## src/rtl/pbo_pkg.sv

```systemverilog
package pbo_pkg;
  typedef enum logic [1:0] {
    OFF_HOLD    = 2'd0,
    OFF_CAPTURE = 2'd1,
    OFF_SLEW    = 2'd2
  } off_act_e;
endpackage

```

## src/rtl/pbo_clr_filter.sv

```systemverilog
module pbo_clr_filter #(
  parameter int SYNC_STAGES = 2,
  parameter int MIN_LOW     = 2
) (
  input  logic clk_i,
  input  logic rst_ni,
  input  logic clr_ni,
  output logic clr_act_o
);
  logic [SYNC_STAGES-1:0] sync_q;
  logic [MIN_LOW-1:0]     hist_q;

  always_ff @(posedge clk_i or negedge rst_ni) begin
    if (!rst_ni) sync_q <= '1;
    else         sync_q <= {sync_q[SYNC_STAGES-2:0], clr_ni};
  end

  generate
    if (MIN_LOW == 1) begin : g_single
      always_ff @(posedge clk_i or negedge rst_ni) begin
        if (!rst_ni) hist_q <= '1;
        else         hist_q <= sync_q[SYNC_STAGES-1];
      end
    end else begin : g_shift
      always_ff @(posedge clk_i or negedge rst_ni) begin
        if (!rst_ni) hist_q <= '1;
        else         hist_q <= {hist_q[MIN_LOW-2:0], sync_q[SYNC_STAGES-1]};
      end
    end
  endgenerate

  assign clr_act_o = ~|hist_q;
endmodule

```

## src/rtl/pbo_event_ctl.sv

```systemverilog
module pbo_event_ctl
  import pbo_pkg::*;
(
  input  logic     ref_switch_i,
  input  logic     hold_exit_i,
  input  logic     hold_recap_en_i,
  input  logic     clr_act_i,
  input  logic     bleed_i,
  input  logic     tick_i,
  output off_act_e act_o
);
  logic capture;
  assign capture = ref_switch_i | (hold_exit_i & hold_recap_en_i);

  always_comb begin
    act_o = OFF_HOLD;
    if (clr_act_i) begin
      if (tick_i) act_o = OFF_SLEW;
    end else if (capture) begin
      act_o = OFF_CAPTURE;
    end else if (bleed_i && tick_i) begin
      act_o = OFF_SLEW;
    end
  end
endmodule

```

## src/rtl/pbo_offset_reg.sv

```systemverilog
module pbo_offset_reg
  import pbo_pkg::*;
#(
  parameter int W  = 8,
  parameter int SW = W - 1
) (
  input  logic          clk_i,
  input  logic          rst_ni,
  input  off_act_e      act_i,
  input  logic          bleed_set_i,
  input  logic [W-1:0]  ref_phase_i,
  input  logic [W-1:0]  fb_phase_i,
  input  logic [SW-1:0] slope_lim_i,
  output logic [W-1:0]  off_o,
  output logic          bleed_o
);
  logic [W-1:0] off_q, off_nxt, cap_val, mag, slope_ext, step, slewed;
  logic         bleed_q, bleed_nxt;

  assign cap_val   = ref_phase_i - fb_phase_i;
  assign mag       = off_q[W-1] ? (~off_q + 1'b1) : off_q;
  assign slope_ext = {{(W-SW){1'b0}}, slope_lim_i};
  assign step      = (mag < slope_ext) ? mag : slope_ext;
  // move toward zero: shortest way round the circle
  assign slewed    = off_q[W-1] ? (off_q + step) : (off_q - step);

  always_comb begin
    unique case (act_i)
      OFF_CAPTURE: off_nxt = cap_val;
      OFF_SLEW:    off_nxt = slewed;
      default:     off_nxt = off_q;
    endcase
    bleed_nxt = (bleed_q | bleed_set_i) & (act_i != OFF_CAPTURE) & (off_nxt != '0);
  end

  always_ff @(posedge clk_i or negedge rst_ni) begin
    if (!rst_ni) begin
      off_q   <= '0;
      bleed_q <= 1'b0;
    end else begin
      off_q   <= off_nxt;
      bleed_q <= bleed_nxt;
    end
  end

  assign off_o   = off_q;
  assign bleed_o = bleed_q;
endmodule

```

## src/rtl/pbo_err_calc.sv

```systemverilog
module pbo_err_calc #(
  parameter int W = 8
) (
  input  logic [W-1:0]        ref_phase_i,
  input  logic [W-1:0]        fb_phase_i,
  input  logic [W-1:0]        off_i,
  output logic signed [W-1:0] err_o
);
  logic [W-1:0] virt_ref;
  assign virt_ref = ref_phase_i - off_i;
  assign err_o    = $signed(virt_ref - fb_phase_i);
endmodule

```

## src/rtl/pbo_corrector.sv

```systemverilog
module pbo_corrector
  import pbo_pkg::*;
#(
  parameter int PHASE_W     = 8,
  parameter int SYNC_STAGES = 2,
  parameter int CLR_MIN_LOW = 2,
  localparam int SLOPE_W    = PHASE_W - 1
) (
  input  logic                      clk_i,
  input  logic                      rst_ni,
  input  logic [PHASE_W-1:0]        ref_phase_i,
  input  logic [PHASE_W-1:0]        fb_phase_i,
  input  logic                      ref_switch_i,
  input  logic                      hold_exit_i,
  input  logic                      hold_recap_en_i,
  input  logic                      clr_ni,
  input  logic                      tick_i,
  input  logic [SLOPE_W-1:0]        slope_lim_i,
  output logic signed [PHASE_W-1:0] phase_err_o
);
  logic               clr_act;
  logic               bleed_q;
  logic [PHASE_W-1:0] off_q;
  off_act_e           act;

  pbo_clr_filter #(.SYNC_STAGES(SYNC_STAGES), .MIN_LOW(CLR_MIN_LOW)) u_clr (
    .clk_i(clk_i), .rst_ni(rst_ni), .clr_ni(clr_ni), .clr_act_o(clr_act)
  );

  pbo_event_ctl u_ctl (
    .ref_switch_i(ref_switch_i), .hold_exit_i(hold_exit_i),
    .hold_recap_en_i(hold_recap_en_i), .clr_act_i(clr_act),
    .bleed_i(bleed_q), .tick_i(tick_i), .act_o(act)
  );

  pbo_offset_reg #(.W(PHASE_W), .SW(SLOPE_W)) u_off (
    .clk_i(clk_i), .rst_ni(rst_ni), .act_i(act), .bleed_set_i(clr_act),
    .ref_phase_i(ref_phase_i), .fb_phase_i(fb_phase_i),
    .slope_lim_i(slope_lim_i), .off_o(off_q), .bleed_o(bleed_q)
  );

  pbo_err_calc #(.W(PHASE_W)) u_err (
    .ref_phase_i(ref_phase_i), .fb_phase_i(fb_phase_i),
    .off_i(off_q), .err_o(phase_err_o)
  );
endmodule

```

## config.mk

```make
export PLATFORM = sky130hd
export DESIGN_NAME = pbo_corrector
export DESIGN_NICKNAME = d
export VERILOG_FILES = /design/src/rtl/pbo_pkg.sv /design/src/rtl/pbo_clr_filter.sv /design/src/rtl/pbo_event_ctl.sv /design/src/rtl/pbo_offset_reg.sv /design/src/rtl/pbo_err_calc.sv /design/src/rtl/pbo_corrector.sv
export SDC_FILE = /design/constraint.sdc
export NUM_CORES = 1
export LEC_CHECK = 0
export ABC_AREA = 1
export CAP_MARGIN = 15
export CORE_MARGIN = 2
export CORE_UTILIZATION = 25
export CTS_BUF_LIST = sky130_fd_sc_hd__clkbuf_16
export DETAILED_ROUTE_END_ITERATION = 8
export SETUP_SLACK_MARGIN = 0.4
export SLEW_MARGIN = 0
export SYNTH_ARGS = -nofsm -noshare
export SYNTH_HDL_FRONTEND = slang
export SYNTH_SLANG_ARGS = --single-unit
```

## constraint.sdc

```tcl
create_clock -name clk_i -period 13.6 [get_ports clk_i]
set_clock_uncertainty 0.2 [all_clocks]
set_input_delay 2.72 -clock clk_i [delete_from_list [all_inputs] [get_ports clk_i]]
set_output_delay 2.72 -clock clk_i [all_outputs]
set_load 0.02 [all_outputs]
```

# Word-level counts from Yosys, hierarchy flattened
# Cells that the tools add are included.
[word_totals]
in_bits = 30
out_inout_bits = 8
regBits = 13
word_cells = 32
[op_classes]
n_reduce_logical = 4
muxes = 8
n_eq_ne = 3
add_sub_neg = 6
bitwise = 6
n_lt_le_gt_ge = 1
[op_table]
columns = ["op", "n"]
rows = [
  ["$sub 8x8->8", 4],
  ["$mux 8", 3],
  ["$pmux 8 s2", 1],
  ["$add 8x1->8 const B", 1],
  ["$add 8x8->8", 1],
  ["$lt 8x7->1", 1],
  ["$mux 2", 4],
  ["$not 8->8", 1],
  ["$reduce_bool 8->1", 1],
  ["$and 1x1->1", 3],
  ["$eq 2x1->1 const B", 1],
  ["$eq 2x2->1 const B", 1],
  ["$ne 2x1->1 const B", 1],
  ["$or 1x1->1", 2],
  ["$reduce_or 2->1", 1],
  ["$logic_and 1x1->1", 1],
  ["$logic_not 1->1", 1],
]

# Logic depth before layout (Yosys ltp)
# Gate-level depths: netlist of the first run.
[depth]
depth_word = 10
depth_mapped = 35
mapped_depth_nobuf = 35

# Cells and area by module
# From an unflattened synthesis of the first run, not the netlist that was laid out.
[unflattened]
hier_cells = 386
area_unflattened_um2 = 2454.9
[modules_own_cells]
columns = ["mod", "seq_area_each_um2", "area_each_um2", "n_inst", "cells_each"]
rows = [
  ["pbo_offset_reg", 225.2, 1677.9, 1, 266],
  ["pbo_err_calc", 0.0, 626.9, 1, 104],
  ["pbo_clr_filter", 105.1, 108.9, 1, 5],
  ["pbo_event_ctl", 0.0, 41.3, 1, 11],
]

# Least setup slack after synthesis of the first run
# OpenSTA, ideal clock, no wires.
[synth_timing]
path_type = "in2out"
from = "input port fb_phase_i[2]"
to = "output port phase_err_o[7]"
path_stages = 13
t_arrival_ns = 4.743
setup_slack_ns = 5.937
required_time_ns = 10.680
n_path_buf = 0
cell_sequence = "inv_1 fa_1 ha_1 a21oi_1 nand2_1 a21oi_1 inv_1 a21oi_1 nor2_1 nor2_1 nor2_1 nor2_1 xor2_1"
[synth_between]
elab_chain_cells = 1
[synth_rtl]
columns = ["item", "line_no", "source"]
rows = [
  ["start, declared", "pbo_corrector.sv:12", "input logic [PHASE_W-1:0] fb_phase_i,"],
  ["$sub 8x8->8", "pbo_err_calc.sv:11", "assign err_o = $signed(virt_ref - fb_phase_i);"],
  ["end, declared", "pbo_corrector.sv:19", "output logic signed [PHASE_W-1:0] phase_err_o"],
]
# Every way passes these cells.

# Final worst setup path of the first run
# Same ends and word-level chain as after synthesis.

==> results of run 1 <==
worst max-delay path: stages:
cell and delay, ps:
clkdlybuf4s50_1 450, inv_1 60, fa_1 460, ha_1 360, a21oi_1 140, nand2_1 90
a21oi_1 140, inv_1 60, a21oi_1 200, nor2_1 60, nor2_1 90, nor2_1 40
nor2_1 100, xor2_1 150, clkdlybuf4s50_1 610
layer usage:
| metal | vias up | GRT usage [%] |
|---|---|---|
| met1 | 934 | 12.93 |
| met4 | 0 | 1.264 |
| met5 | - | 0 |
| met2 | 28 | 19.41 |
| li1 | 1134 | - |
| met3 | 4 | 1.861 |
worst max path at each step:
stage / startpoint / to / slack, ps / cells past startpoint
detailed placement: fb_phase_i[2] / phase_err_o[7] / 4930 / 15
CTS: fb_phase_i[2] / phase_err_o[7] / 4920 / 15
global placement: fb_phase_i[2] / phase_err_o[7] / 4940 / 15
global route: fb_phase_i[2] / phase_err_o[7] / 4670 / 15
finish: fb_phase_i[2] / phase_err_o[7] / 4940 / 15
floorplan: fb_phase_i[2] / phase_err_o[7] / 5940 / 13
cells by family after synthesis:
logic type	after synthesis
DFF	13
AOI/OAI and AO/OA	43
buffers and inverters	75
and+or+nand+nor	149
xor gates and xnor gates	17
adders and majority gates	40
cell usage after synthesis (all sizes together) (2+ instances only):
library cell | number | share of area (%)
ha | 31 | 17
dfrtp | 9 | 10
o21ai | 14 | 3.3
or2 | 3 | 0.96
xnor2 | 5 | 2.0
fa | 9 | 8.1
a21oi | 21 | 4.9
nand4 | 2 | 0.56
nor2 | 28 | 5.5
o22ai | 3 | 0.84
nor3 | 2 | 0.45
xor2 | 12 | 5.1
nand3 | 22 | 5.2
nand2 | 90 | 16
clkbuf | 3 | 0.51
o21a | 2 | 0.67
inv | 70 | 12
dfstp | 4 | 4.7
report_power, final:
| group | switching, mW | total, mW | internal (mW) |
|---|---|---|---|
| combinational | 0.339 | 0.575 | 0.235 |
| sequential | 0.0118 | 0.0601 | 0.0483 |
| clock | 0.0159 | 0.0549 | 0.0391 |
| total | 0.367 | 0.690 | 0.323 |
registers in the layout, summed over array words and instances, names as in the netlist:
| name | cells |
|---|---|
| u_off.bleed_o | 1 |
| u_clr.hist_q | 2 |
| u_clr.sync_q | 2 |
| u_off.off_o | 8 |
final cells by class:
| type | instances | area [sq um] |
|---|---|---|
| Fill cell | 970 | 5884 |
| Multi-Input combinational cell | 249 | 1612 |
| Tap cell | 108 | 135.1 |
| Timing Repair Buffer | 37 | 370.4 |
| Sequential cell | 13 | 330.3 |
| Clock inverter | 1 | 5.005 |
| Clock buffer | 3 | 75.07 |
| Inverter | 71 | 266.5 |
==> summary.md, run 1 <==
| Metric | Value |
|---|---|
| Status | `completed` |
| Clock H-tree levels | `1` |
| Synth-to-Final Area Change | `25.59%` |
| Most frequent cells in the layout | `nand2_1 (86), inv_1 (66), clkdlybuf4s50_1 (37)` |
| Main combinational cell family by area after synthesis | `simple AND/OR/NAND/NOR gates` |
| HPWL Detailed | `4386 microns` |
| Simple-gate area share of the yosys netlist | `between 20 and 30%` |
| GRT Resource Usage Total | `a little over a tenth` |
| Met3 wire len | `~160 microns` |
| Rel. slew slack | `about three fifths` |
| Gpl congestion | `a little over 0.8` |
| Hold endpoint | `u_clr.hist_q[0]` |
| Vias post-DR | `2100` |
| Worst-Skew Late Latency | `between 200 and 250 ps` |
| CTS sink count | `13` |
| Avg Cell Area, Syn | `6.601 sq um` |
| Pre-CTS setup slack | `about 4900 ps` |
| Hold wc startpoint | `u_clr.sync_q[1]` |
| Main synth FF type | `dfrtp_1` |
| Antenna cell count | `0` |
| Chip Width | `around 98 microns` |
| DRT met1 WL | `~2200 microns` |
| Hold-fix buffer count after cts | `0` |
| Worst R2R Setup Slack | `slightly below 9000 ps` |
| Overall Power | `0.6896 mW` |
| Post-Route WL | `~5000 microns` |
| Number of hold violations in the final report | `0` |
| Hold Slack | `154.3 ps` |
| Largest net degree at the start of global routing | `15` |
| Final Core Density | `around 32%` |
| Min-delay worst type | `register to register` |
| Layout cells sized above 1 | `around 7.0%` |
| Startpoint types | `primary input` |
| Count of mapped cells out of synthesis | `337` |
| Max Cap Viol | `0` |
| XOR/XNOR Fraction of Synth Area | `under 10%` |
| RSZ-0062 raised after global routing | `false` |
| IO Count | `38` |
| WL met2 | `around 2500 microns` |
| DR DRC count | `0` |
| Top Layer Used | `met4` |
| Tcrit/Tclk final | `between 60% and 70%` |
| Row Count | `34` |
| Reg clk slew, reported paths | `roughly 50 ps` |
| RR Endpoint | `u_off.bleed_o` |
| Routed len/inst | `just over 10 microns` |
| Setup slack after layout | `4938 ps` |
| DR vias/cell | `around 4.4` |
| Least-Margin Pin Slew | `around 590 ps` |
| VDD IR max | `0.07961 mV` |
| Synth Area in Adders | `between 20% and 30%` |
| Synthesized area | `around 2200 sq um` |
| First-pass GRT wire length | `roughly 8600 microns` |
| CTS max path bufs | `2` |
| Net count after synthesis | `approximately 400` |
| Final ANT Viol Nets | `0` |
| Initial Utilization | `about a quarter` |
| Mux contribution to synthesized area | `0%` |
| # port buffers | `37` |
| Total grt overflow | `0` |
| Flops & latches, synth | `13` |
| DR pass1 iterations | `4` |
| Final nets | `around 450` |
| Total number of yosys warnings | `0` |
| Vias in the first global route | `~2000` |
| CP arrival | `approximately 5700 ps` |
| Static Leak | `1.458 nW` |
| 1st-iter DRT viols | `just over 90` |
| Die Area | `between 9000 and 10000 sq um` |
| Non-Filler Cell Area, Final | `around 2800 sq um` |
| Core Box Area | `8678 sq um` |
| Post-CTS Setup Inserts | `0` |
| R2R cell count | `29` |
| Finished Layout Cells | `between 400 and 500` |
| Final-report setup violation count | `0` |
| Post-synth EDFFs | `0` |
| Fraction of registers with async set/reset | `100.0%` |
| Netlist cell types | `35` |
| Worst setup EP type | `output pin` |
| Num CTS Buffers | `3` |
| Area after DPL | `~2700 sq um` |
| CP required | `~11000 ps` |
| Synth Area in Compound Gates | `between 10% and 20%` |
| Fin Setup TNS | `0 ps` |
| Initial antenna violation count | `0` |
| Critical path peak fanout | `4` |
| Worst Hold Path Cells | `0` |
| CTS resizes | `0` |
| Maximum clock frequency | `between 0.1 and 0.15 GHz` |
| Cells after DPL | `between 400 and 500` |
| Clock Tree Root | `clkbuf_16` |
| Max Slew Vio Count | `0` |
| CTS tree | `done` |
| CP Class | `primary input to output pin` |
| Die span in y | `about 98 microns` |
| Crit Reg-Reg Startpoint | `u_off.off_o[7]` |
| P per Cell Area | `roughly 250 nW/um^2` |
| Seq/Total Area, Yosys | `14.85%` |
| Commonest non-fill, non-tap cell in the layout | `nand2_1` |
| Fin crit period | `between 8000 and 9000 ps` |
Power figures use the tool's default switching activity.
==> run 2: changes to the inputs <==
clock period = 8.7 ns   (was 13.6 ns; I/O delays follow)
==> run 2 against run 1 <==
Effect of this change:
- clock-buffer cell count is the same
- sequential power is 57% higher
- via count down 0.67%
- total power rose by 57%
- critical path type unchanged
- largest cell class unchanged
==> summary.md, run 2 (synthesized netlist as in run 1, its figures left out) <==
| Metric | Value |
|---|---|
| P per Cell Area | `386.4 nW/um^2 (+57%)` |
| Row Count | `34 (unchanged)` |
| CP required | `6760 ps (-3920 ps)` |
| Top Usage Layer GRT | `met2` |
| Vias post-DR | `2086 (-0.67%)` |
| Clock Tree Root | `clkbuf_16` |
| Total grt overflow | `0 (unchanged)` |
| Rel. slew slack | `61.36% (+0.96 points)` |
| Largest net degree at the start of global routing | `15 (unchanged)` |
| CP arrival | `4750 ps (-990 ps)` |
| Final-report setup violation count | `0 (unchanged)` |
| Post-CTS Setup Inserts | `0 (unchanged)` |
| Tcrit/Tclk final | `76.90%` |
| CP max stage delay | `610 ps (about the same)` |
| Most frequent cells in the layout | `nand2_1 (86), inv_1 (66), clkdlybuf4s50_1 (37)` |
| Buf+Inv Stages, Crit Path | `4 (unchanged)` |
| CTS sink count | `13 (unchanged)` |
| Clock H-tree levels | `1 (unchanged)` |
| Max Cap Viol | `0 (unchanged)` |
| Maximum clock frequency | `around 0.15 GHz` |
| Max reg flops | `8 (unchanged)` |
| DR DRC count | `0 (unchanged)` |
| Number of hold violations in the final report | `0 (unchanged)` |
| 1st-iter DRT viols | `89 (-4.3%)` |
| CTS max path bufs | `2 (unchanged)` |
| CTS resizes | `0 (unchanged)` |
| GR Layer Usage met3 | `1.933% (+0.072 points)` |
| Num CTS Buffers | `3 (unchanged)` |
| Gpl congestion | `0.8225 (unchanged)` |
| First-pass GRT wire length | `8542 microns (-0.80%)` |
| Crit-path slowest cell | `clkdlybuf4s50_1` |
| HPWL Detailed | `4375 microns (-0.24%)` |
| DR pass1 iterations | `4 (unchanged)` |
| VDD IR max | `0.1345 mV (+69%)` |
| Fin crit period | `between 6000 and 7000 ps` |
| Critical path peak fanout | `4 (unchanged)` |
| Synth-to-Final Area Change | `25.59% (unchanged)` |
| Die Area | `9669 sq um (unchanged)` |
| Initial Utilization | `25.63% (unchanged)` |
| Hold Slack | `154.4 ps (+0.02000 ps)` |
| CP Class | `primary input to output pin` |
| Status | `completed` |
| Vias in the first global route | `2006 (-2.4%)` |
| Max Slew Vio Count | `0 (unchanged)` |
| Reg clk slew, reported paths | `50 ps (about the same)` |
| Core Box Area | `8678 sq um (unchanged)` |
| Critical path cell sequence | `clkdlybuf4s50_1, inv_1, fa_1, ha_1, a21oi_1, nand2_1, a21oi_1, inv_1, a21oi_1, nor2_1, nor2_1, nor2_1, nor2_1, xor2_1, clkdlybuf4s50_1` |
| Final ANT Viol Nets | `0 (unchanged)` |
| Startpoint types | `primary input` |
| IO Count | `38 (unchanged)` |
| Fin Setup TNS | `0 ps (unchanged)` |
| Delay-heaviest family, CP | `buffers and inverters` |
| Die span in y | `98.33 microns (unchanged)` |
| Post-Route WL | `4895 microns (+0.29%)` |
| CP most frequent cell | `nor2_1` |
| Worst setup EP type | `output pin` |
| Static Leak | `1.458 nW (unchanged)` |
| GRT Resource Usage Total | `10.34% (-0.12 points)` |
| Antenna cell count | `0 (unchanged)` |
| Chip Width | `98.33 microns (unchanged)` |
| Min-delay worst type | `register to register` |
| Layout cells sized above 1 | `6.952% (unchanged)` |
| Routed len/inst | `10.16 microns (+0.29%)` |
| GR Util met1 | `13.15% (+0.22 points)` |
| Initial antenna violation count | `0 (unchanged)` |
| DR vias/cell | `4.328 (-0.67%)` |
| Least-Margin Pin Slew | `577.8 ps (-14.29 ps)` |
| RSZ-0062 raised after global routing | `false` |
| GRT met2 Usage | `19.00% (-0.42 points)` |
| CTS tree | `done` |
| # port buffers | `37 (unchanged)` |
| Worst-Skew Late Latency | `240 ps (about the same)` |
| Final nets | `445 (unchanged)` |
| Commonest non-fill, non-tap cell in the layout | `nand2_1` |
| Hold-fix buffer count after cts | `0 (unchanged)` |
==> run 2: final cells by class <==
cell class | count | area (sq um)
repair buffers | 37 | 370.4
clock inverters | 1 | 5.005
well taps | 108 | 135.1
fillers | 966 | 5884
flip-flops and latches | 13 | 330.3
multi-input cells | 249 | 1612
clock buffers | 3 | 75.07
inverters | 71 | 266.5
==> run 2: path summary, 6_finish.rpt <==
path / startpoint / to / slack, ps / depth (start not counted)
max: fb_phase_i[2] / phase_err_o[7] / 2010 / 15
min: u_clr.sync_q[1] / u_clr.hist_q[0] / 150 / 0
max reg2reg: u_off.off_o[7] / u_off.bleed_o / 3760 / 29
min reg2reg: u_clr.sync_q[1] / u_clr.hist_q[0] / 150 / 0
max in group asynchronous: rst_ni / u_off.off_o[0] / 6250 / 1
min in group asynchronous: rst_ni / u_off.off_o[7] / 1670 / 1
==> run 2: metal layers <==
layer	vias to the layer above	wire, microns
li1	1132	-
met1	929	2307
met2	23	2441
met3	2	139
met4	0	7
met5	-	0
==> run 2: metrics by stage <==
| step | cell area, sq um | std cells | utilization (%) | setup slack [ps] | power [mW] |
|---|---|---|---|---|---|
| after floorplan | 2225 | 337 | - | 2997 | 0.7625 |
| after global placement | 2714 | 478 | 31.27 | 2004 | 0.9876 |
| after detailed placement | 2714 | 478 | 31.27 | 1997 | 1.000 |
| after CTS | 2794 | 482 | 32.19 | 1987 | 1.095 |
| after global routing | 2794 | 482 | 32.19 | 1737 | 1.213 |
| final | 2794 | 482 | 32.19 | 2010 | 1.080 |
==> run 2: report_power, final <==
part / switching (mW) / total [mW] / internal, mW
registers: 0.0188 / 0.0942 / 0.0754
clock network: 0.0244 / 0.0854 / 0.0610
logic: 0.532 / 0.900 / 0.368
total: 0.575 / 1.08 / 0.504
==> run 3: changes to the inputs <==
clock period = 6.3 ns   (was 8.7 ns; I/O delays follow)
==> run 3 against run 2 <==
Effect of this change:
- sequential cell count unchanged
- sequential power up 38%
- clock power up 37%
- final cell count stayed put
- sequential share of layout area hardly changed
- clock-buffer cell count unchanged
- die area stayed put
- first-iteration DRC count decreased by 18%
- wire length down 1.7%
- global-route usage increased by 0.14 points
- non-clock buffer count unchanged
- combinational power is 37% higher
- highest routed layer unchanged
==> summary.md, run 3 (synthesized netlist as in run 1, its figures left out) <==
| Metric | Value |
|---|---|
| CP arrival | `4020 ps (-730 ps)` |
| IO Count | `38 (unchanged)` |
| RSZ-0062 raised after global routing | `false` |
| Maximum clock frequency | `~0.18 GHz` |
| Die Area | `9669 sq um (unchanged)` |
| Static Leak | `1.467 nW (+0.63%)` |
| Fin crit period | `5477 ps` |
| Initial antenna violation count | `0 (unchanged)` |
| Final ANT Viol Nets | `0 (unchanged)` |
| Total grt overflow | `0 (unchanged)` |
| Final nets | `445 (unchanged)` |
| Antenna cell count | `0 (unchanged)` |
| Vias in the first global route | `2045 (+1.9%)` |
| Max Cap Viol | `0 (unchanged)` |
| Number of hold violations in the final report | `0 (unchanged)` |
| VDD IR max | `0.1944 mV (+45%)` |
| 1st-iter DRT viols | `73 (-18%)` |
| Fin Setup TNS | `0 ps (unchanged)` |
| Chip Width | `98.33 microns (unchanged)` |
| R2R cell count | `27 (-6.9%)` |
| GRT Resource Usage Total | `10.47% (+0.14 points)` |
| Gpl congestion | `0.8265 (+0.49%)` |
| Post-CTS Setup Inserts | `0 (unchanged)` |
| Die span in y | `98.33 microns (unchanged)` |
| Most frequent cells in the layout | `nand2_1 (86), inv_1 (66), clkdlybuf4s50_1 (36)` |
| Hold endpoint | `u_clr.hist_q[0]` |
| Row Count | `34 (unchanged)` |
| RR Endpoint | `u_off.bleed_o` |
| Overall Power | `1.479 mW (+37%)` |
| Reg clk slew, reported paths | `40 ps (about the same)` |
| Finished Layout Cells | `482 (unchanged)` |
| Rel. slew slack | `61.64% (+0.28 points)` |
| First-pass GRT wire length | `8618 microns (+0.89%)` |
| Worst setup EP type | `output pin` |
| CTS sink count | `13 (unchanged)` |
| Hold-fix buffer count after cts | `0 (unchanged)` |
| CTS tree | `done` |
| HPWL Detailed | `4360 microns (-0.34%)` |
| CP required | `4840 ps (-1920 ps)` |
| Critical path peak fanout | `4 (unchanged)` |
| Max Slew Vio Count | `0 (unchanged)` |
| Pre-CTS setup slack | `539.9 ps (-1457 ps)` |
| Commonest non-fill, non-tap cell in the layout | `nand2_1` |
| Setup slack after layout | `822.6 ps (-1187 ps)` |
| Num CTS Buffers | `3 (unchanged)` |
| Largest net degree at the start of global routing | `15 (unchanged)` |
| P per Cell Area | `529.0 nW/um^2 (+37%)` |
| Non-Filler Cell Area, Final | `2796 sq um (about the same)` |
| Worst R2R Setup Slack | `1360 ps (-2400 ps)` |
| Cells after DPL | `478 (unchanged)` |
| CP Class | `primary input to output pin` |
| Initial Utilization | `25.63% (unchanged)` |
| Min-delay worst type | `register to register` |
| Worst Hold Path Cells | `0 (unchanged)` |
| Worst-Skew Late Latency | `240 ps (about the same)` |
| Area after DPL | `2714 sq um (unchanged)` |
| Core Box Area | `8678 sq um (unchanged)` |
| Routed len/inst | `9.983 microns (-1.7%)` |
| Max reg flops | `8 (unchanged)` |
| Hold wc startpoint | `u_clr.sync_q[1]` |
| Synth-to-Final Area Change | `25.70% (about the same)` |
| Crit Reg-Reg Startpoint | `u_off.off_o[7]` |
| DR DRC count | `0 (unchanged)` |
| CTS resizes | `0 (unchanged)` |
| Post-Route WL | `4812 microns (-1.7%)` |
| Layout cells sized above 1 | `6.952% (unchanged)` |
| Status | `completed` |
| DR pass1 iterations | `4 (unchanged)` |
| Clock Tree Root | `clkbuf_16` |
| Final-report setup violation count | `0 (unchanged)` |
| Vias post-DR | `2085 (-0.048%)` |
| DR vias/cell | `4.326 (about the same)` |
| Clock H-tree levels | `1 (unchanged)` |
| CTS max path bufs | `2 (unchanged)` |
| # port buffers | `37 (unchanged)` |
| Tcrit/Tclk final | `about 87%` |
| Layout fillers | `956 (-1.0%)` |
| Least-Margin Pin Slew | `573.5 ps (-4.247 ps)` |
| Startpoint types | `primary input` |
-- run 3: stage by stage --
stage / hold WS [ps] / utilization (%)
global route: 158.7 / 32.22
floorplan: 145.2 / -
global placement: 148.3 / 31.27
CTS: 156.1 / 32.19
finish: 153.9 / 32.22
detailed placement: 148.4 / 31.27
-- run 3: final cells by class --
type	count	area, sq um	area share, %
Timing Repair Buffer	37	372.9	13.33
Tap cell	108	135.1	4.832
Sequential cell	13	330.3	11.81
Inverter	71	266.5	9.530
Multi-Input combinational cell	249	1612	57.63
Clock inverter	1	5.005	0.1790
Clock buffer	3	75.07	2.685
-- run 3: critical path, stage by stage --
cell and delay, ps:
clkdlybuf4s50_1 450, inv_1 60, fa_1 450, ha_1 360, a21oi_1 150, nand2_1 90
a21oi_1 140, inv_1 60, a21oi_1 200, xor2_1 170, clkdlybuf4s50_1 620
-- run 3: how the worst max path moves through the flow --
stage | startpoint | end | slack [ps] | depth (start not counted)
3_3_place_gp | fb_phase_i[2] | phase_err_o[7] | 570 | 15
4_1_cts | fb_phase_i[2] | phase_err_o[7] | 540 | 15
2_1_floorplan | fb_phase_i[2] | phase_err_o[7] | 1560 | 13
6_report | fb_phase_i[2] | phase_err_o[5] | 820 | 11
3_5_place_dp | fb_phase_i[2] | phase_err_o[7] | 540 | 15
5_1_grt | slope_lim_i[5] | u_off.bleed_o | 420 | 28
-- run 3: metal layers --
layer / global-route usage, % / part of all wire [%] / vias up
met1: 13.42 / 46 / 931
met5: 0 / 0 / -
li1: - / - / 1128
met2: 18.94 / 50 / 24
met3: 2.219 / 3.2 / 2
met4: 0.6322 / 0.15 / 0
-- run 3: report_power, final --
part           internal (mW)  switching, mW  total (mW)
sequential             0.104         0.0257       0.130
clock                 0.0841         0.0324       0.117
combinational          0.505          0.728        1.23
